<file path="config.mk">
export PLATFORM = sky130hd
export DESIGN_NAME = lin_turnaround_uart
export DESIGN_NICKNAME = d
export VERILOG_FILES = /design/src/rtl/lta_pkg.sv /design/src/rtl/lta_tick_gen.sv /design/src/rtl/lta_rx.sv /design/src/rtl/lta_tx.sv /design/src/rtl/lta_launch_ctrl.sv /design/src/rtl/lin_turnaround_uart.sv
export SDC_FILE = /design/constraint.sdc
export NUM_CORES = 1
export LEC_CHECK = 0
export ABC_AREA = 1
export CAP_MARGIN = 25
export CORE_UTILIZATION = 50
export DETAILED_ROUTE_END_ITERATION = 12
export DONT_BUFFER_PORTS = 1
export GPL_TIMING_DRIVEN = 0
export PLACE_DENSITY_LB_ADDON = 0.3
export SYNTH_ARGS = -nofsm -noshare
export SYNTH_HDL_FRONTEND = slang
export SYNTH_HIERARCHICAL = 1
export SYNTH_SLANG_ARGS = --single-unit
</file>
<file path="constraint.sdc">
create_clock -name clk -period 3 [get_ports clk]
set_input_delay 0.45 -clock clk [delete_from_list [all_inputs] [get_ports clk]]
set_output_delay 0.45 -clock clk [all_outputs]
set_load 0.02 [all_outputs]
</file>
<file path="src/rtl/lta_pkg.sv">
package lta_pkg;
  localparam int OVS  = 16;
  localparam int HALF = OVS / 2;
  localparam int CW   = $clog2(OVS);

  typedef enum logic [1:0] {RX_IDLE, RX_START, RX_DATA, RX_STOP} rx_state_e;
  typedef enum logic [1:0] {ARM_NONE, ARM_NOW, ARM_WAIT} arm_state_e;
endpackage

</file>
<file path="src/rtl/lta_tick_gen.sv">
module lta_tick_gen #(
  parameter int TICK_DIV = 4
) (
  input  logic clk,
  input  logic rst_n,
  output logic tick
);
  generate
    if (TICK_DIV <= 1) begin : g_every
      assign tick = rst_n;
    end else begin : g_div
      localparam int DW = $clog2(TICK_DIV);
      localparam logic [DW-1:0] LAST = DW'(TICK_DIV - 1);
      logic [DW-1:0] cnt;
      always_ff @(posedge clk or negedge rst_n) begin
        if (!rst_n)           cnt <= '0;
        else if (cnt == LAST) cnt <= '0;
        else                  cnt <= cnt + 1'b1;
      end
      assign tick = (cnt == LAST);
    end
  endgenerate
endmodule

</file>
<file path="src/rtl/lta_rx.sv">
module lta_rx
  import lta_pkg::*;
#(
  parameter int DATA_W = 8
) (
  input  logic              clk,
  input  logic              rst_n,
  input  logic              tick,
  input  logic              rxd,
  input  logic              rx_ready,
  output logic [DATA_W-1:0] rx_data,
  output logic              rx_valid,
  output logic              in_frame,
  output logic              stop_seen
);
  localparam int BW = $clog2(DATA_W);

  logic [1:0]        sync_q;
  logic              rxs;
  rx_state_e         state;
  logic [CW-1:0]     cnt;
  logic [BW-1:0]     bitn;
  logic [DATA_W-1:0] sh;
  logic              mid, bound;

  assign rxs       = sync_q[1];
  assign mid       = tick && (cnt == CW'(HALF - 1));
  assign bound     = tick && (cnt == CW'(OVS - 1));
  assign in_frame  = (state != RX_IDLE);
  assign stop_seen = mid && (state == RX_STOP) && rxs;

  always_ff @(posedge clk or negedge rst_n) begin
    if (!rst_n) sync_q <= 2'b11;
    else        sync_q <= {sync_q[0], rxd};
  end

  always_ff @(posedge clk or negedge rst_n) begin
    if (!rst_n) begin
      state    <= RX_IDLE;
      cnt      <= '0;
      bitn     <= '0;
      sh       <= '0;
      rx_data  <= '0;
      rx_valid <= 1'b0;
    end else begin
      if (rx_ready) rx_valid <= 1'b0;
      if (tick) begin
        if (state == RX_IDLE) begin
          if (!rxs) begin
            state <= RX_START;
            cnt   <= '0;
          end
        end else begin
          cnt <= cnt + 1'b1;
        end
      end
      case (state)
        RX_START: begin
          if (mid && rxs) state <= RX_IDLE;
          else if (bound) begin
            state <= RX_DATA;
            bitn  <= '0;
          end
        end
        RX_DATA: begin
          if (mid) sh <= {rxs, sh[DATA_W-1:1]};
          if (bound) begin
            if (bitn == BW'(DATA_W - 1)) state <= RX_STOP;
            else                         bitn  <= bitn + 1'b1;
          end
        end
        RX_STOP: begin
          if (mid) begin
            state <= RX_IDLE;
            if (rxs) begin
              rx_data  <= sh;
              rx_valid <= 1'b1;
            end
          end
        end
        default: ;
      endcase
    end
  end
endmodule

</file>
<file path="src/rtl/lta_tx.sv">
module lta_tx
  import lta_pkg::*;
#(
  parameter int DATA_W = 8
) (
  input  logic              clk,
  input  logic              rst_n,
  input  logic              tick,
  input  logic              launch,
  input  logic [DATA_W-1:0] launch_data,
  input  logic              two_stop,
  output logic              txd,
  output logic              sending
);
  localparam int SW = DATA_W + 2;
  localparam int LW = $clog2(DATA_W + 3);

  logic [SW-1:0] sh;
  logic [LW-1:0] left;
  logic [CW-1:0] cnt;

  always_ff @(posedge clk or negedge rst_n) begin
    if (!rst_n) begin
      txd     <= 1'b1;
      sending <= 1'b0;
      sh      <= '1;
      left    <= '0;
      cnt     <= '0;
    end else if (launch) begin
      sending <= 1'b1;
      txd     <= 1'b0;
      cnt     <= '0;
      sh      <= {2'b11, launch_data};
      left    <= LW'(DATA_W + 1) + {{(LW-1){1'b0}}, two_stop};
    end else if (sending && tick) begin
      if (cnt == CW'(OVS - 1)) begin
        cnt <= '0;
        if (left == '0) begin
          sending <= 1'b0;
          txd     <= 1'b1;
        end else begin
          txd  <= sh[0];
          sh   <= {1'b1, sh[SW-1:1]};
          left <= left - 1'b1;
        end
      end else begin
        cnt <= cnt + 1'b1;
      end
    end
  end
endmodule

</file>
<file path="src/rtl/lta_launch_ctrl.sv">
module lta_launch_ctrl
  import lta_pkg::*;
#(
  parameter int DATA_W = 8
) (
  input  logic              clk,
  input  logic              rst_n,
  input  logic              tick,
  input  logic              cfg_lin_en,
  input  logic              tx_valid,
  input  logic              txw_valid,
  input  logic [DATA_W-1:0] tx_data,
  input  logic              tx_sending,
  input  logic              rx_in_frame,
  input  logic              rx_stop_seen,
  input  logic              illegal_clr,
  output logic              tx_ready,
  output logic              busy,
  output logic              launch,
  output logic [DATA_W-1:0] launch_data,
  output logic              illegal_flag
);
  localparam int RW = $clog2(HALF + 1);

  arm_state_e    arm;
  logic [RW-1:0] rem;
  logic          take_now, take_wait, bad_wait, quiet;

  assign busy      = (arm != ARM_NONE) || tx_sending;
  assign tx_ready  = !busy;
  assign take_now  = tx_valid && !busy;
  assign take_wait = txw_valid && cfg_lin_en && !busy && !tx_valid;
  assign bad_wait  = txw_valid && !take_wait;
  assign quiet     = !rx_in_frame && (rem <= RW'(1));
  assign launch    = tick && ((arm == ARM_NOW) || ((arm == ARM_WAIT) && quiet));

  // Holdoff: remaining ticks of the receive stop bit after its sample point
  always_ff @(posedge clk or negedge rst_n) begin
    if (!rst_n)                  rem <= '0;
    else if (rx_stop_seen)       rem <= RW'(HALF);
    else if (tick && rem != '0)  rem <= rem - 1'b1;
  end

  always_ff @(posedge clk or negedge rst_n) begin
    if (!rst_n) begin
      arm         <= ARM_NONE;
      launch_data <= '0;
    end else if (launch) begin
      arm <= ARM_NONE;
    end else if (take_now) begin
      arm         <= ARM_NOW;
      launch_data <= tx_data;
    end else if (take_wait) begin
      arm         <= ARM_WAIT;
      launch_data <= tx_data;
    end
  end

  always_ff @(posedge clk or negedge rst_n) begin
    if (!rst_n)           illegal_flag <= 1'b0;
    else if (bad_wait)    illegal_flag <= 1'b1;
    else if (illegal_clr) illegal_flag <= 1'b0;
  end
endmodule

</file>
<file path="src/rtl/lin_turnaround_uart.sv">
module lin_turnaround_uart #(
  parameter int TICK_DIV = 4,
  parameter int DATA_W   = 8
) (
  input  logic              clk,
  input  logic              rst_n,
  input  logic              cfg_lin_en,
  input  logic              cfg_two_stop,
  input  logic [DATA_W-1:0] tx_data,
  input  logic              tx_valid,
  output logic              tx_ready,
  input  logic              txw_valid,
  output logic              txw_ready,
  output logic              txd,
  input  logic              rxd,
  output logic [DATA_W-1:0] rx_data,
  output logic              rx_valid,
  input  logic              rx_ready,
  output logic              busy,
  output logic              illegal_flag,
  input  logic              illegal_clr
);
  logic              tick;
  logic              rx_in_frame, rx_stop_seen;
  logic              launch, tx_sending;
  logic [DATA_W-1:0] launch_data;

  assign txw_ready = 1'b1;

  lta_tick_gen #(.TICK_DIV(TICK_DIV)) u_tick (
    .clk(clk), .rst_n(rst_n), .tick(tick)
  );

  lta_rx #(.DATA_W(DATA_W)) u_rx (
    .clk(clk), .rst_n(rst_n), .tick(tick), .rxd(rxd), .rx_ready(rx_ready),
    .rx_data(rx_data), .rx_valid(rx_valid),
    .in_frame(rx_in_frame), .stop_seen(rx_stop_seen)
  );

  lta_launch_ctrl #(.DATA_W(DATA_W)) u_ctrl (
    .clk(clk), .rst_n(rst_n), .tick(tick), .cfg_lin_en(cfg_lin_en),
    .tx_valid(tx_valid), .txw_valid(txw_valid), .tx_data(tx_data),
    .tx_sending(tx_sending), .rx_in_frame(rx_in_frame),
    .rx_stop_seen(rx_stop_seen), .illegal_clr(illegal_clr),
    .tx_ready(tx_ready), .busy(busy), .launch(launch),
    .launch_data(launch_data), .illegal_flag(illegal_flag)
  );

  lta_tx #(.DATA_W(DATA_W)) u_tx (
    .clk(clk), .rst_n(rst_n), .tick(tick), .launch(launch),
    .launch_data(launch_data), .two_stop(cfg_two_stop),
    .txd(txd), .sending(tx_sending)
  );
endmodule

</file>
==> impl_metrics.csv, run 1 <==
group,metric,value,unit
critical_path,crit_path_end_kind,"register",
outcome,status,"finished clean",
logic_synthesis,yosys.area_share.simple,0.2908,
die,io_pins,31,
logic_synthesis,ys_seq_area_frac,0.5056,
worst_hold_path,hp-class,"input port to register",
die,fp-row-count,28,
timing,hold_slack,101.8,ps
global_route,grt_pass1_vias,2318,
final_layout,seqCellArea,0.001590,mm2
cts,post_cts_buffers,0,
critical_path,ff2ff_path_depth,14,
global_route,grt_use_total,0.2019,
timing,min_period,2064,ps
final_layout,fillers,517,
global_route,gr-total-overflow,0,
logic_synthesis,synth_top_area_frac,0.4137,
timing,setup_viol,0,
placement,gp_congestion,0.8449,
detailed_routing,wl_per_cell,12.12,um
critical_path,critical_path_arrival,2350,ps
logic_synthesis,yosys.area.top_type,"dfrtp_1",
final_layout,antenna_cells,0,
detailed_routing,viasPerCell,5.047,
timing,timing.setup.tns,0,ps
critical_path,critPathKind,"register to register",
logic_synthesis,yosys_most_used_dff,"dfrtp_1",
critical_path,startpoint,"u_rx/state[1]",
power,total_power,1.891,mW
detailed_routing,dr.pass1.iters,4,
placement,place_ws,981.1,ps
cts,clock_path_buffers,2,
cts,clk_latency,340,ps
die,core,0.005991,mm2
final_layout,final_cell_mix,"nand2_1 (142), dfrtp_1 (52), inv_1 (41)",
cts,cts_tree,"done",
final_layout,fin_nets,417,
logic_synthesis,avgSynthCellArea,8.344,um2
die,start_util,0.5251,
logic_synthesis,synth_edf_count,0,
logic_synthesis,synth_nets,404,
timing,hold_violations,0,
global_route,met2_usage,0.3258,
cts,numCtsBuffers,9,
detailed_routing,vias,2372,
detailed_routing,drc,0,
die,die_area,0.006612,mm2
placement,portBuffers,0,
power,power.density,547.7,mW/mm2
global_route,grt_use_met1,0.2436,
global_route,grtUsageMet3,0.06966,
critical_path,crit_path_end,"u_tx/sh[4]",
final_layout,final_common_cell,"nand2_1",
logic_synthesis,synth_top_family_by_area,"simple AND/OR/NAND/NOR gates",
detailed_routing,ant_nets,0,
global_route,antenna_found_initial,0,
logic_synthesis,synth.area.mux_share,0,
final_layout,drive_gt1_frac,0.1696,
final_layout,multi_input_area,0.001318,mm2
cts,clkTransAtPathRegs,70,ps
critical_path,timing.rr.start,"u_rx/state[1]",
critical_path,ff2ff_setup_slack,940,ps
critical_path,critPathLaunchType,"register",
run,max_cap_viol_count,0,
detailed_routing,drt_iter0_drc,125,
global_route,grt_first_pass_wirelength,9.963,mm
die,chipWidth,81.32,um
timing,final-max-slew-violation-count,0,
critical_path,worstPathRequired,3290,ps
global_route,grt_max_degree,64,
logic_synthesis,ys_ff_latch,63,
logic_synthesis,synth_compound_area_frac,0.08154,
logic_synthesis,synth_warnings,6,
timing,fin_skew,8.441,ps
power,leakagePower,1.813,nW
logic_synthesis,synthesis.area,0.003146,mm2
cts,cts_resized,0,
timing,rsz0062_at_grt,"no",
detailed_routing,routed_wl,5.698,mm
critical_path,rr_endpoint,"u_tx/sh[4]",
critical_path,cp_max_fo,10,
timing,timing.fmax,0.4845,GHz
global_route,busiest_layer,"met2",
cts,cts_root_buffer,"clkbuf_8",
cts,clock_sinks,63,
cts,ctsHtreeMaxLevel,3,
logic_synthesis,synth-xor-area-share,0.005569,
logic_synthesis,synth_area_leaders,"dfrtp_1 (41%), nand2_1 (17%), dfstp_2 (9.2%)",
timing,post-route-period-util,0.6880,
power,peakVddDrop,0.0003374,V
final_layout,area_growth,9.745,%
logic_synthesis,synth_adder_area_share,0.03978,
logic_synthesis,ys_async_sr_fraction,1.000,
timing,setup_slack,935.9,ps
die,die_h,81.32,um
logic_synthesis,synth_cells,377,
logic_synthesis,yosysUniqueCellTypes,34,
placement,dp_hpwl,3.936,mm
## flip-flops by register name, indices dropped and copies added, names as in the netlist, 3 cells and up
signal,count
u_ctrl/launch_data,8
u_rx/sh,8
u_tx/sh,8
u_rx/cnt,4
u_rx/rx_data,8
u_rx/bitn,3
u_ctrl/rem,4
u_tx/left,4
u_tx/cnt,4
## cell usage after synthesis (2+ instances only)
cell type and n:
nand4_1 4, buf_2 3, nand2_2 7, nand3_1 24, inv_1 41, a21oi_1 9
o21ai_2 8, o21a_1 2, dfstp_2 11, nand2_4 3, o21ai_0 6, inv_2 6
nand2_1 142, o21ai_1 10, nor2_4 3, nor2_1 18, dfrtp_1 52, buf_6 3
ha_1 10
## metrics by stage
stage                     utilization  cell area (um2)  instances
after floorplan                     -             3146        377
after global placement         0.5407             3239        452
after detailed placement       0.5407             3239        452
after CTS                      0.5762             3452        470
after global routing           0.5762             3452        470
final                          0.5762             3452        470
## critical path, stage by stage (launching register included)
cell	delay (ps)
dfrtp_1	420
nor2_1	200
inv_1	140
nor2_1	120
nand3_1	100
nand2_1	90
nand2_1	80
inv_1	150
inv_2	90
nand2_2	110
nand2_2	100
nor2_4	130
buf_6	150
nand2_1	60
nand2_1	60
## final cells by class
cell class / instances / share of cell area
sequential: 63 / 0.4607
multi-input combinational: 259 / 0.3817
inverter: 48 / 0.05256
clock buffer: 12 / 0.04494
tap: 75 / 0.02718
buffer: 7 / 0.01631
timing repair buffer: 2 / 0.01087
clock inverter: 4 / 0.005799
## logic make-up (layout without fill, tap and decap cells)
group,after synthesis,after routing
AOI/OAI and AO/OA,40,40
xor gates and xnor gates,2,2
adders and majority gates,10,10
buffers and inverters,55,73
DFF,63,63
other,1,1
and+or+nand+nor,206,206
## worst min path at each step
stage | from | to | cells past startpoint
finish | rxd | u_rx/sync_q[0] | 0
global route | rxd | u_rx/sync_q[0] | 0
CTS | rxd | u_rx/sync_q[0] | 0
detailed placement | rst_n | u_rx/sh[3] | 0
global placement | rst_n | u_rx/rx_data[4] | 0
floorplan | rst_n | u_ctrl/arm[0] | 0
## layer usage
| metal | wire length, um | vias to the layer above |
|---|---|---|
| met5 | 0 | - |
| met4 | 140 | 0 |
| li1 | - | 1208 |
| met2 | 2572 | 42 |
| met3 | 227 | 13 |
| met1 | 2758 | 1109 |
## where the power goes
group,total (mW),switching (mW),internal (mW),leakage (nW)
Sequential,0.976,0.0587,0.918,0.783
Clock,0.657,0.318,0.339,0.0959
Combinational,0.257,0.162,0.0953,0.934
## what timing repair did
item                                   in CTS  in global routing
setup endpoints to repair                   0                  0
hold buffers                                2                  0
endpoints found under the hold margin      63                  0
No activity file was read; power rests on OpenSTA's default activity.
==> inputs of run 2 (changes only) <==
==> constraint.sdc (replaced) <==
create_clock -name clk -period 1.8 [get_ports clk]
set_input_delay 0.27 -clock clk [delete_from_list [all_inputs] [get_ports clk]]
set_output_delay 0.27 -clock clk [all_outputs]
set_load 0.02 [all_outputs]
==> run 2 against run 1 <==
Routed wire length rose by 12%. Clock-buffer cell count did not move. Clock power rose by 66%. Final cell count rose by 5.5%. Non-clock buffer count rose by 26. Largest cell class unchanged. Sequential share of layout area fell by 4.0 points. Global-route usage rose by 0.80 points. Critical path type unchanged. Fmax rose by 17%. Setup slack got worse by 910 ps. Utilization rose by 5.5 points.
==> impl_metrics.csv, run 2 (synthesis results as in run 1) <==
group,metric,value,unit
die,chipWidth,81.32,um
power,switching_share,0.2882,
critical_path,cp_max_fo,5,
placement,place_ws,-218.9,ps
critical_path,ff2ff_setup_slack,30,ps
detailed_routing,wl_met2,2.979,mm
power,combPwrFrac,0.196,
die,core,0.005991,mm2
detailed_routing,ant_nets,0,
global_route,antenna_found_initial,0,
detailed_routing,routed_wl,6.369,mm
detailed_routing,wl_per_cell,12.84,um
worst_hold_path,hold_depth,2,
critical_path,crit_path_end_kind,"register",
timing,post-route-period-util,0.9838,
timing,min_period,1771,ps
final_layout,drive_gt1_frac,0.2732,
timing,hold_violations,0,
critical_path,worstPathRequired,2080,ps
global_route,grt_pass1_vias,2420,
global_route,grt_first_pass_wirelength,10.36,mm
die,die_h,81.32,um
cts,numCtsBuffers,9,
power,intPower,2.407,mW
die,io_pins,31,
cts,clock_sinks,63,
worst_hold_path,hp-class,"input port to register",
timing,fin_skew,8.156,ps
final_layout,antenna_cells,0,
power,power.density,894.7,mW/mm2
global_route,grt_use_total,0.2099,
critical_path,rr_endpoint,"u_tx/sh[5]",
timing,rsz0062_at_grt,"yes",
run,max_cap_viol_count,0,
final_layout,final_area,0.003780,mm2
timing,final-max-slew-violation-count,0,
die,die_area,0.006612,mm2
global_route,gr-total-overflow,0,
detailed_routing,routed.top_layer,"met4",
timing,timing.fmax,0.5647,GHz
cts,ctsHtreeMaxLevel,3,
timing,timing.setup.tns,0,ps
critical_path,critPathKind,"register to register",
cts,cts_tree,"done",
detailed_routing,drt-met1-wl,2.940,mm
die,fp-row-count,28,
timing,setup_slack,29.22,ps
placement,gp_congestion,0.8449,
critical_path,ff2ff_path_depth,15,
critical_path,critPathLaunchType,"register",
detailed_routing,viasPerCell,5.081,
detailed_routing,dr.pass1.iters,5,
timing,hold_slack,39.19,ps
final_layout,final_common_cell,"nand2_1",
power,p_switching,0.9748,mW
worst_hold_path,hold_start,"tx_data[3]",
detailed_routing,vias,2520,
critical_path,critical_path_arrival,2050,ps
cts,clock_path_buffers,2,
timing,setup_viol,0,
detailed_routing,drc,0,
placement,dp_hpwl,3.936,mm
die,start_util,0.5251,
placement,portBuffers,0,
final_layout,fin_nets,443,
worst_hold_path,hold_end,"u_ctrl/launch_data[3]",
global_route,grt_max_degree,64,
power,clock_power_share,0.324,
power,peakVddDrop,0.0005880,V
detailed_routing,drt_iter0_drc,138,
detailed_routing,wl_met3,274,um
final_layout,stdcell_count,496,
power,p_seq_frac,0.480,
outcome,status,"finished clean",
critical_path,timing.rr.start,"u_ctrl/rem[0]",
power,total_power,3.382,mW
final_layout,area_growth,20.17,%
power,leakagePower,1.967,nW
placement,dpl-instance-area,0.003239,mm2
cts,cts_root_buffer,"clkbuf_8",
cts,clkTransAtPathRegs,70,ps
final_layout,post-route-util,0.6310,
final_layout,final_cell_mix,"nand2_1 (133), dfrtp_1 (52), inv_1 (35)",
placement,place_inst,452,
cts,clk_latency,340,ps
## run 2: cell count changes in the layout (fill, tap and decap cells not counted), sizes merged
cell,change
clkbuf,+1
buf,+23
dlygate4sd3,+2
## run 2: worst max path at each step
stage | startpoint | to | slack (ps)
2_1_floorplan | u_rx/state[1] | u_tx/left[3] | 90
3_3_place_gp | u_rx/state[1] | u_tx/left[0] | -170
3_5_place_dp | u_rx/state[1] | u_tx/sh[4] | -220
4_1_cts | u_ctrl/rem[1] | u_tx/sh[4] | 10
5_1_grt | u_ctrl/rem[1] | u_tx/sh[5] | -50
6_report | u_ctrl/rem[0] | u_tx/sh[5] | 30
## run 2: power groups by stage
stage               logic (mW)  registers (mW)  clock network (mW)
finish                   0.663            1.62                1.09
global route             0.735            1.64                1.19
CTS                      0.504            1.62                1.13
detailed placement       0.391            1.65                   0
global placement         0.374            1.65                   0
floorplan                0.328            1.63                   0
## run 2: final cells by class
type                    instances  area (um2)
multi-input cells             259        1423
fillers                       485        2211
plain buffers                   7       65.06
clock inverters                 4       20.02
flip-flops and latches         63        1590
inverters                      48       191.4
well taps                      75       93.84
repair buffers                 28       241.5
clock buffers                  12       155.1
## run 2: critical path, stage by stage (launching register included)
cell	delay [ps]
dfrtp_1	450
inv_2	110
ha_4	140
inv_2	30
nand2_2	60
nand3_2	70
nand2_2	110
nand2_4	70
inv_6	90
nor2_4	30
nand3_2	90
inv_2	50
nor2_4	140
buf_6	150
nand2_2	60
nand2_2	60
## run 2: layer usage
layer | vias up | GRT usage
li1 | 1261 | -
met1 | 1192 | 0.2540
met2 | 50 | 0.3367
met3 | 17 | 0.06966
met4 | 0 | 0.09821
met5 | - | 0
## run 2: what timing repair did
| item | in CTS | in global routing |
|---|---|---|
| pin swaps | 2 | 15 |
| cloned | 1 | 0 |
| hold buffers | 3 | 1 |
| resized for setup | 16 | 25 |
| buffers inserted | 8 | 15 |
| hold endpoints to repair | 64 | 1 |
| setup endpoints to repair | 20 | 16 |
